### src/rtl/skip_pkg.sv
package skip_pkg;
    localparam int DATA_W = 8;
    localparam int REG_AW = 4;
    localparam int INSTR_W = 16;

    localparam logic [3:0] CLS_EQ_IMM = 4'h3;
    localparam logic [3:0] CLS_NE_IMM = 4'h4;
    localparam logic [3:0] CLS_EQ_REG = 4'h5;
    localparam logic [3:0] CLS_NE_REG = 4'h9;
    localparam logic [3:0] CLS_KEY    = 4'hE;
    localparam logic [7:0] SUB_KEY_DN = 8'h9E;
    localparam logic [7:0] SUB_KEY_UP = 8'hA1;

    typedef enum logic [2:0] {
        CMP_NONE,
        CMP_EQ_IMM,
        CMP_NE_IMM,
        CMP_EQ_REG,
        CMP_NE_REG,
        CMP_KEY_DN,
        CMP_KEY_UP
    } cmp_kind_e;
endpackage

### src/rtl/skip_decode.sv
module skip_decode
    import skip_pkg::*;
(
    input  logic [INSTR_W-1:0] instr_i,
    output cmp_kind_e          kind_o,
    output logic               illegal_o,
    output logic [REG_AW-1:0]  x_idx_o,
    output logic [REG_AW-1:0]  y_idx_o,
    output logic [DATA_W-1:0]  imm_o
);
    logic [3:0] cls;
    logic [3:0] sub_nib;
    logic [7:0] sub_byte;

    assign cls      = instr_i[15:12];
    assign sub_nib  = instr_i[3:0];
    assign sub_byte = instr_i[7:0];
    assign x_idx_o  = instr_i[11:8];
    assign y_idx_o  = instr_i[7:4];
    assign imm_o    = instr_i[7:0];

    always_comb begin
        kind_o    = CMP_NONE;
        illegal_o = 1'b0;
        unique case (cls)
            CLS_EQ_IMM: kind_o = CMP_EQ_IMM;
            CLS_NE_IMM: kind_o = CMP_NE_IMM;
            CLS_EQ_REG: begin
                if (sub_nib == 4'h0) kind_o = CMP_EQ_REG;
                else                 illegal_o = 1'b1;
            end
            CLS_NE_REG: begin
                if (sub_nib == 4'h0) kind_o = CMP_NE_REG;
                else                 illegal_o = 1'b1;
            end
            CLS_KEY: begin
                if (sub_byte == SUB_KEY_DN)      kind_o = CMP_KEY_DN;
                else if (sub_byte == SUB_KEY_UP) kind_o = CMP_KEY_UP;
                else                             illegal_o = 1'b1;
            end
            default: kind_o = CMP_NONE;
        endcase
    end
endmodule

### src/rtl/skip_compare.sv
module skip_compare
    import skip_pkg::*;
#(
    parameter int NUM_KEYS = 16
) (
    input  cmp_kind_e         kind_i,
    input  logic [DATA_W-1:0] vx_i,
    input  logic [DATA_W-1:0] vy_i,
    input  logic [DATA_W-1:0] imm_i,
    input  logic [NUM_KEYS-1:0] keys_i,
    output logic              take_o
);
    localparam int KEY_W = $clog2(NUM_KEYS);

    logic eq_imm;
    logic eq_reg;
    logic key_dn;

    assign eq_imm = (vx_i == imm_i);
    assign eq_reg = (vx_i == vy_i);
    assign key_dn = keys_i[vx_i[KEY_W-1:0]];

    always_comb begin
        unique case (kind_i)
            CMP_EQ_IMM: take_o = eq_imm;
            CMP_NE_IMM: take_o = !eq_imm;
            CMP_EQ_REG: take_o = eq_reg;
            CMP_NE_REG: take_o = !eq_reg;
            CMP_KEY_DN: take_o = key_dn;
            CMP_KEY_UP: take_o = !key_dn;
            default:    take_o = 1'b0;
        endcase
    end
endmodule

### src/rtl/cond_skip_unit.sv
module cond_skip_unit
    import skip_pkg::*;
#(
    parameter int PC_W     = 12,
    parameter int NUM_KEYS = 16
) (
    input  logic                clk_i,
    input  logic                rst_ni,
    input  logic                in_valid_i,
    input  logic [15:0]         instr_i,
    input  logic [PC_W-1:0]     pc_adv_i,
    output logic [3:0]          reg_x_addr_o,
    output logic [3:0]          reg_y_addr_o,
    input  logic [7:0]          reg_x_data_i,
    input  logic [7:0]          reg_y_data_i,
    input  logic [NUM_KEYS-1:0] keys_i,
    output logic                res_valid_o,
    output logic                skip_o,
    output logic                illegal_o,
    output logic [PC_W-1:0]     pc_next_o
);
    localparam logic [PC_W-1:0] PC_STEP = PC_W'(2);

    typedef struct packed {
        logic            vld;
        logic            skip;
        logic            ill;
        logic [PC_W-1:0] pc;
    } res_t;

    cmp_kind_e         kind;
    logic              dec_ill;
    logic              take;
    logic [DATA_W-1:0] imm;
    res_t              res_d, res_q;

    skip_decode u_dec (
        .instr_i   (instr_i),
        .kind_o    (kind),
        .illegal_o (dec_ill),
        .x_idx_o   (reg_x_addr_o),
        .y_idx_o   (reg_y_addr_o),
        .imm_o     (imm)
    );

    skip_compare #(.NUM_KEYS(NUM_KEYS)) u_cmp (
        .kind_i (kind),
        .vx_i   (reg_x_data_i),
        .vy_i   (reg_y_data_i),
        .imm_i  (imm),
        .keys_i (keys_i),
        .take_o (take)
    );

    always_comb begin
        res_d      = res_q;
        res_d.vld  = 1'b0;
        res_d.skip = 1'b0;
        res_d.ill  = 1'b0;
        if (in_valid_i) begin
            res_d.vld  = 1'b1;
            res_d.skip = take;
            res_d.ill  = dec_ill;
            res_d.pc   = take ? (pc_adv_i + PC_STEP) : pc_adv_i;
        end
    end

    always_ff @(posedge clk_i or negedge rst_ni) begin
        if (!rst_ni) res_q <= '0;
        else         res_q <= res_d;
    end

    assign res_valid_o = res_q.vld;
    assign skip_o      = res_q.skip;
    assign illegal_o   = res_q.ill;
    assign pc_next_o   = res_q.pc;
endmodule

### config.mk
export PLATFORM = sky130hd
export DESIGN_NAME = cond_skip_unit
export DESIGN_NICKNAME = d
export VERILOG_FILES = /design/src/rtl/skip_pkg.sv /design/src/rtl/skip_decode.sv /design/src/rtl/skip_compare.sv /design/src/rtl/cond_skip_unit.sv
export SDC_FILE = /design/constraint.sdc
export NUM_CORES = 1
export LEC_CHECK = 0
export CAP_MARGIN = 40
export CORE_ASPECT_RATIO = 1.5
export CORE_MARGIN = 2
export CORE_UTILIZATION = 30
export DETAILED_ROUTE_END_ITERATION = 7
export MAX_ROUTING_LAYER = met4
export PLACE_DENSITY_LB_ADDON = 0.08
export SKIP_LAST_GASP = 1
export SYNTH_ARGS = -nofsm -noshare
export SYNTH_HDL_FRONTEND = slang
export SYNTH_HIERARCHICAL = 1
export SYNTH_SLANG_ARGS = --single-unit
### constraint.sdc
create_clock -name clk_i -period 0.8 [get_ports clk_i]
set_input_delay 0.16 -clock clk_i [delete_from_list [all_inputs] [get_ports clk_i]]
set_output_delay 0.16 -clock clk_i [all_outputs]
set_load 0.02 [all_outputs]
# Word-level counts from Yosys, hierarchy flattened
# Index checks and enable logic that the tools add are counted.
[word_totals] register_bits=15 input_bits=63 output_inout_bits=23 elab_cells=40
[op_classes] addsub=1 magnitude_cmp=1 eq_ne=15 n_mux=14 n_reduce_logical=5
[op_table] op="== test 8 bit" count=2
[op_table] op="== test 8 bit, second input constant" count=2
[op_table] op="two-way mux 15 bit" count=1
[op_table] op="case mux 3 bit (5 select lines)" count=1
[op_table] op="adder 12 x 2 -> 12 bit, second input constant" count=1
[op_table] op="two-way mux 12 bit" count=1
[op_table] op="== test 3 bit, second input constant" count=3
[op_table] op="two-way mux 3 bit" count=3
[op_table] op="== test 4 x 3 -> 1 bit, second input constant" count=2
[op_table] op="== test 4 bit, second input constant" count=2
[op_table] op="== test 3 x 2 -> 1 bit, second input constant" count=2
[op_table] op="case mux 1 bit (6 select lines)" count=1
[op_table] op="< comparator 4 x 5 -> 1 bit, second input constant" count=1
[op_table] op="binary-select mux 1 bit (select 4 bit)" count=1
[op_table] op="== test 4 x 2 -> 1 bit, second input constant" count=1
[op_table] op="logical NOT 4 bit" count=1
[op_table] op="two-way mux 1 bit" count=4
[op_table] op="== test 3 x 1 -> 1 bit, second input constant" count=1
[op_table] op="logical NOT 1 bit" count=3
[op_table] op="two-way mux 2 bit" count=1
[op_table] op="case mux 1 bit (2 select lines)" count=1
[op_table] op="OR reduction 2 bit" count=1

# Logic depth before layout (Yosys ltp)
[depth] word_depth=8 depth_mapped=12 mapped_depth_nobuf=11

# Hierarchy
# The synthesis kept the hierarchy.
[modules_own_cells] module="cond_skip_unit" instances=1 cells_each=74 area_each_um2=735.7 seq_area_each_um2=375.4
[modules_own_cells] module="skip_compare" instances=1 cells_each=41 area_each_um2=387.9 seq_area_each_um2=0.0
[modules_own_cells] module="skip_decode" instances=1 cells_each=41 area_each_um2=305.3 seq_area_each_um2=0.0

# Least setup slack after synthesis
# No wires, ideal clock.
[synth_timing] kind="input to register" start="input reg_x_data_i[0]" end="register res_q, in the netlist pc_next_o[11]" t_arrival_ns=2.231 slack_ns=-1.513 path_stages=10 n_path_buf=2 path_cell_list="buf_6 -> mux4_1 -> mux2i_1 -> mux2i_1 -> mux2i_1 -> nor3_1 -> buf_4 -> nand3_1 -> or4_1 -> a31oi_1"
[synth_between] elab_chain_len=5
[synth_lines] item="start, declared" line_no="cond_skip_unit.sv:14" text="input logic [7:0] reg_x_data_i,"
[synth_lines] item="binary-select mux 1 bit (select 4 bit)" line_no="skip_compare.sv:21" text="assign key_dn = keys_i[vx_i[KEY_W-1:0]];"
[synth_lines] item="two-way mux 1 bit (implied by the code)" line_no="skip_compare.sv:21"
[synth_lines] item="logical NOT 1 bit" line_no="skip_compare.sv:30" text="CMP_KEY_UP: take_o = !key_dn;"
[synth_lines] item="case mux 1 bit (6 select lines) (*)" line_no="skip_compare.sv:24" text="unique case (kind_i)"
[synth_lines] item="via take" line_no="cond_skip_unit.sv:33" text="logic take;"
[synth_lines] item="two-way mux 12 bit (*)" line_no="cond_skip_unit.sv:64" text="res_d.pc = take ? (pc_adv_i + PC_STEP) : pc_adv_i;"
[synth_lines] item="end signal, assigned" line_no="cond_skip_unit.sv:70" text="else res_q <= res_d;"
[synth_lines] item="end, declared" line_no="cond_skip_unit.sv:35" text="res_t res_d, res_q;"
# Mark *: on every way through the listed nets, which the timed path passes. The rest lies on a longest branch. The select of a mux whose other input is x is not followed.
# A chain may end at the register's enable or synchronous reset.

# Final worst setup path
[layout_timing] start="input reg_x_data_i[5]" end="register res_q, in the netlist pc_next_o[9]"
[layout_between] elab_chain_len=4
[layout_lines] item="== test 8 bit, on equally long branches" line_no="skip_compare.sv:20, skip_compare.sv:19"
[layout_lines] item="logical NOT 1 bit, on equally long branches" line_no="skip_compare.sv:28, skip_compare.sv:26"
[layout_lines] item="case mux 1 bit (6 select lines) (*)" line_no="skip_compare.sv:24"
[layout_lines] item="via take" line_no="cond_skip_unit.sv:33"
[layout_lines] item="two-way mux 12 bit (*)" line_no="cond_skip_unit.sv:64"
# Mark *: on every way through the listed nets, which the timed path passes. The rest lies on a longest branch.

==> impl_results.md <==
* Outcome: finished, violations left
* Failing checks: negative setup slack
* R2r endpoint: pc_next_o[8]
* Final GP Congestion at 0.806
* Worst-path clk slew at 0.06 ns
* # fillers at 408
* Syn. warnings at 6
* CTS Buf Count at 3
* Routed Wire Length at 4.34 mm
* Kind of critical path: in -> reg
* Synth top area cells: dfrtp_1 (26%), xnor2_1 (10%), buf_4 (8.9%)
* Crit path capture type: register
* CTS tree: done
* Synth Area in Simple Gates at 25.0%
* WL per Instance at 12.7 um
* 1st-iter DRT viols at 51
* Minimum clock period at 2.14 ns
* Mapped Area at 1430 um^2
* Max IR drop VDD at 0.493 mV
* Initial core utilization at 31.5%
* CTS Hold Bufs at 0
* Setup ws final at -1.34 ns
* Fraction of layout cells with a size suffix above 1 at 44.6%
* Fin crit share at 267%
* Critical Path Start Type: input port
* CTS Root Cell: clkbuf_8
* Adder-Cell Fraction of Synth Area at 0.876%
* Xor and xnor area share after synthesis at 12.9%
* Synth Instances at 156
* Area leader, netlist: dfrtp_1
* Net Count, Synth at 220
* Worst-case reg-to-reg path depth at 4
* Mux share of post-synthesis cell area at 11.6%
* Clock sinks at 15
* Leak at 1.17 nW
* Seq cells post-synth at 15
* Final Cell Area at 2770 um^2
* Primary FF master, synth: dfrtp_1
* Final Util at 61.1%
* Arrival time worst endpoint at 2.31 ns
* Critical Path RT at 0.97 ns
* Clk buf depth at 2
* Post-detailed-route count of antenna-violating nets at 0
* Synth cell types at 43
* Max_cap viols at 0
* All-Layer GR Usage at 17.5%
* Via count at 1625
* Slew @ Worst Pin at 0.317 ns
* Hold WS at 0.247 ns
* HP Class: in -> async
* Area grow syn2layout at 94.1%
* Worst Skew at 0 ns
* Fin. max-slew vios at 0
* Die area at 5340 um^2
* FFs w/ async S/R, synth at 100%
* Hold Vio Cnt, Final at 0
* Post-place instance area at 2490 um^2
* Worst slew margin at 78.7%
* CP max FO at 4
* Unrepaired setup endpoints after global routing: true
* Core footprint at 4540 um^2
* H-tree depth at 1
* Avg Vias per Cell at 4.75
* DRC at 0
* Global-route wire length before repair at 6.84 mm
* R2R setup slack at -0.08 ns
* Post-synthesis sequential area ratio at 26.3%
* Pre-antenna DRT Iters at 4
* Reg2reg start: pc_next_o[8]
* Synth Area per Inst at 9.16 um^2
* Synth Area in Compound Gates at 11.4%
* Grt ovf at 0
* Top-level I/O count at 86
* Die Y-Extent at 88.5 um
* Diode count at 0
* Top-area cell type share of the netlist area at 26.3%
* Initial antenna violation count at 0
* Port Buf Inserts at 77
* Worst skew pair latency at 0.25 ns
* Core Rows at 30
* Largest family of logic cells by synthesized area: simple AND/OR/NAND/NOR gates
* DIE WIDTH at 60.4 um
* Post-synth EDFFs at 0
* Final setup fails at 28
* Post-DP HPWL at 3.36 mm
* Post-synth top cells: buf_4 (17), xnor2_1 (17), dfrtp_1 (15), nor2_1 (14), nand2_1 (10)
* Pwr Density at 974 nW/um^2
* Vias in the first global route at 1626
* Fmax at 0.468 GHz
* Largest net degree at the start of global routing at 21
* Nets at 343
area by class of cell:
class	instances	area (um^2)	share of cell area, %
well taps	64	80.1	2.89
inverters	1	3.75	0.135
clock inverters	1	5.00	0.180
clock buffers	3	41.3	1.49
flip-flops and latches	15	377	13.6
multi-input cells	117	995	35.9
repair buffers	141	1270	45.9
layout by cell type, fill, tap and decap left out, types with 3 or more instances in the layout:
master	Yosys	routed
clkdlybuf4s50_1	0	25
dlygate4sd2_1	0	13
or4_1	4	4
nand2_1	10	9
o21ai_0	5	3
clkdlybuf4s15_1	0	12
dfrtp_1	15	14
buf_6	2	24
a31oi_1	7	6
nand4_1	7	7
nor2_1	14	13
clkbuf_8	0	3
xnor2_1	17	17
buf_4	17	57
mux2i_1	5	5
a21oi_1	5	5
xor2_1	4	3
buf_2	0	6
mux4_2	0	4
stage by stage:
stage / TNS [ns] / worst slack, ns / power (mW) / std cells
2_1_floorplan: -13.86 / -1.35 / 1.36 / 156
3_3_place_gp: -30.74 / -2.00 / 2.00 / 317
3_5_place_dp: -31.61 / -2.09 / 2.02 / 317
4_1_cts: -17.88 / -1.43 / 2.70 / 336
5_1_grt: -19.73 / -1.53 / 2.85 / 342
6_report: -17.49 / -1.34 / 2.70 / 342
power breakdown:
group          switching [mW]  internal, mW
clock network           0.266         0.345
logic                   0.488         0.734
registers              0.0433         0.825
critical path: stages:
cell	delay, ns
clkdlybuf4s50_1	0.51
xnor2_1	0.13
nand4_1	0.13
or4_1	0.53
o21ai_1	0.12
nor3_2	0.06
buf_4	0.16
nand3_4	0.07
buf_4	0.12
buf_4	0.10
o31ai_2	0.05
a31oi_1	0.16
routing by layer:
layer  part of all wire [%]  routed length (um)  vias up  track usage, %
met5                      0                   0        -               -
met4                    1.4                  62        0            7.68
met3                    5.7                 248        5            1.61
met2                     62                2710       61            35.5
met1                     30                1320      762            15.2
li1                       -                   -      797               -
flip-flops by register name, summed over array words and instances, names as in the netlist:
| name | flops |
|---|---|
| pc_next_o | 12 |
| illegal_o | 1 |
| res_valid_o | 1 |
| skip_o | 1 |
what timing repair did:
action	CTS	global route
setup buffers	16	7
resized for setup	183	26
endpoints found under the setup margin	33	28
pin swaps	21	14
cells by family after synthesis:
group	count (synthesis)
AOI/OAI and AO/OA	26
muxes	10
buffers and inverters	24
adders and majority gates	1
DFF	15
xor gates and xnor gates	21
and+or+nand+nor	59
how the worst max path moves through the flow:
| stage | startpoint | end | slack [ns] | depth (start not counted) |
|---|---|---|---|---|
| floorplan | reg_x_data_i[0] | pc_next_o[11] | -1.35 | 10 |
| global placement | reg_x_data_i[0] | pc_next_o[11] | -2.00 | 11 |
| detailed placement | instr_i[3] | pc_next_o[11] | -2.09 | 12 |
| CTS | instr_i[0] | pc_next_o[11] | -1.43 | 13 |
| global route | instr_i[0] | pc_next_o[11] | -1.53 | 13 |
| finish | reg_x_data_i[5] | pc_next_o[9] | -1.34 | 12 |
Note: power is estimated with default switching activity, not from simulation.
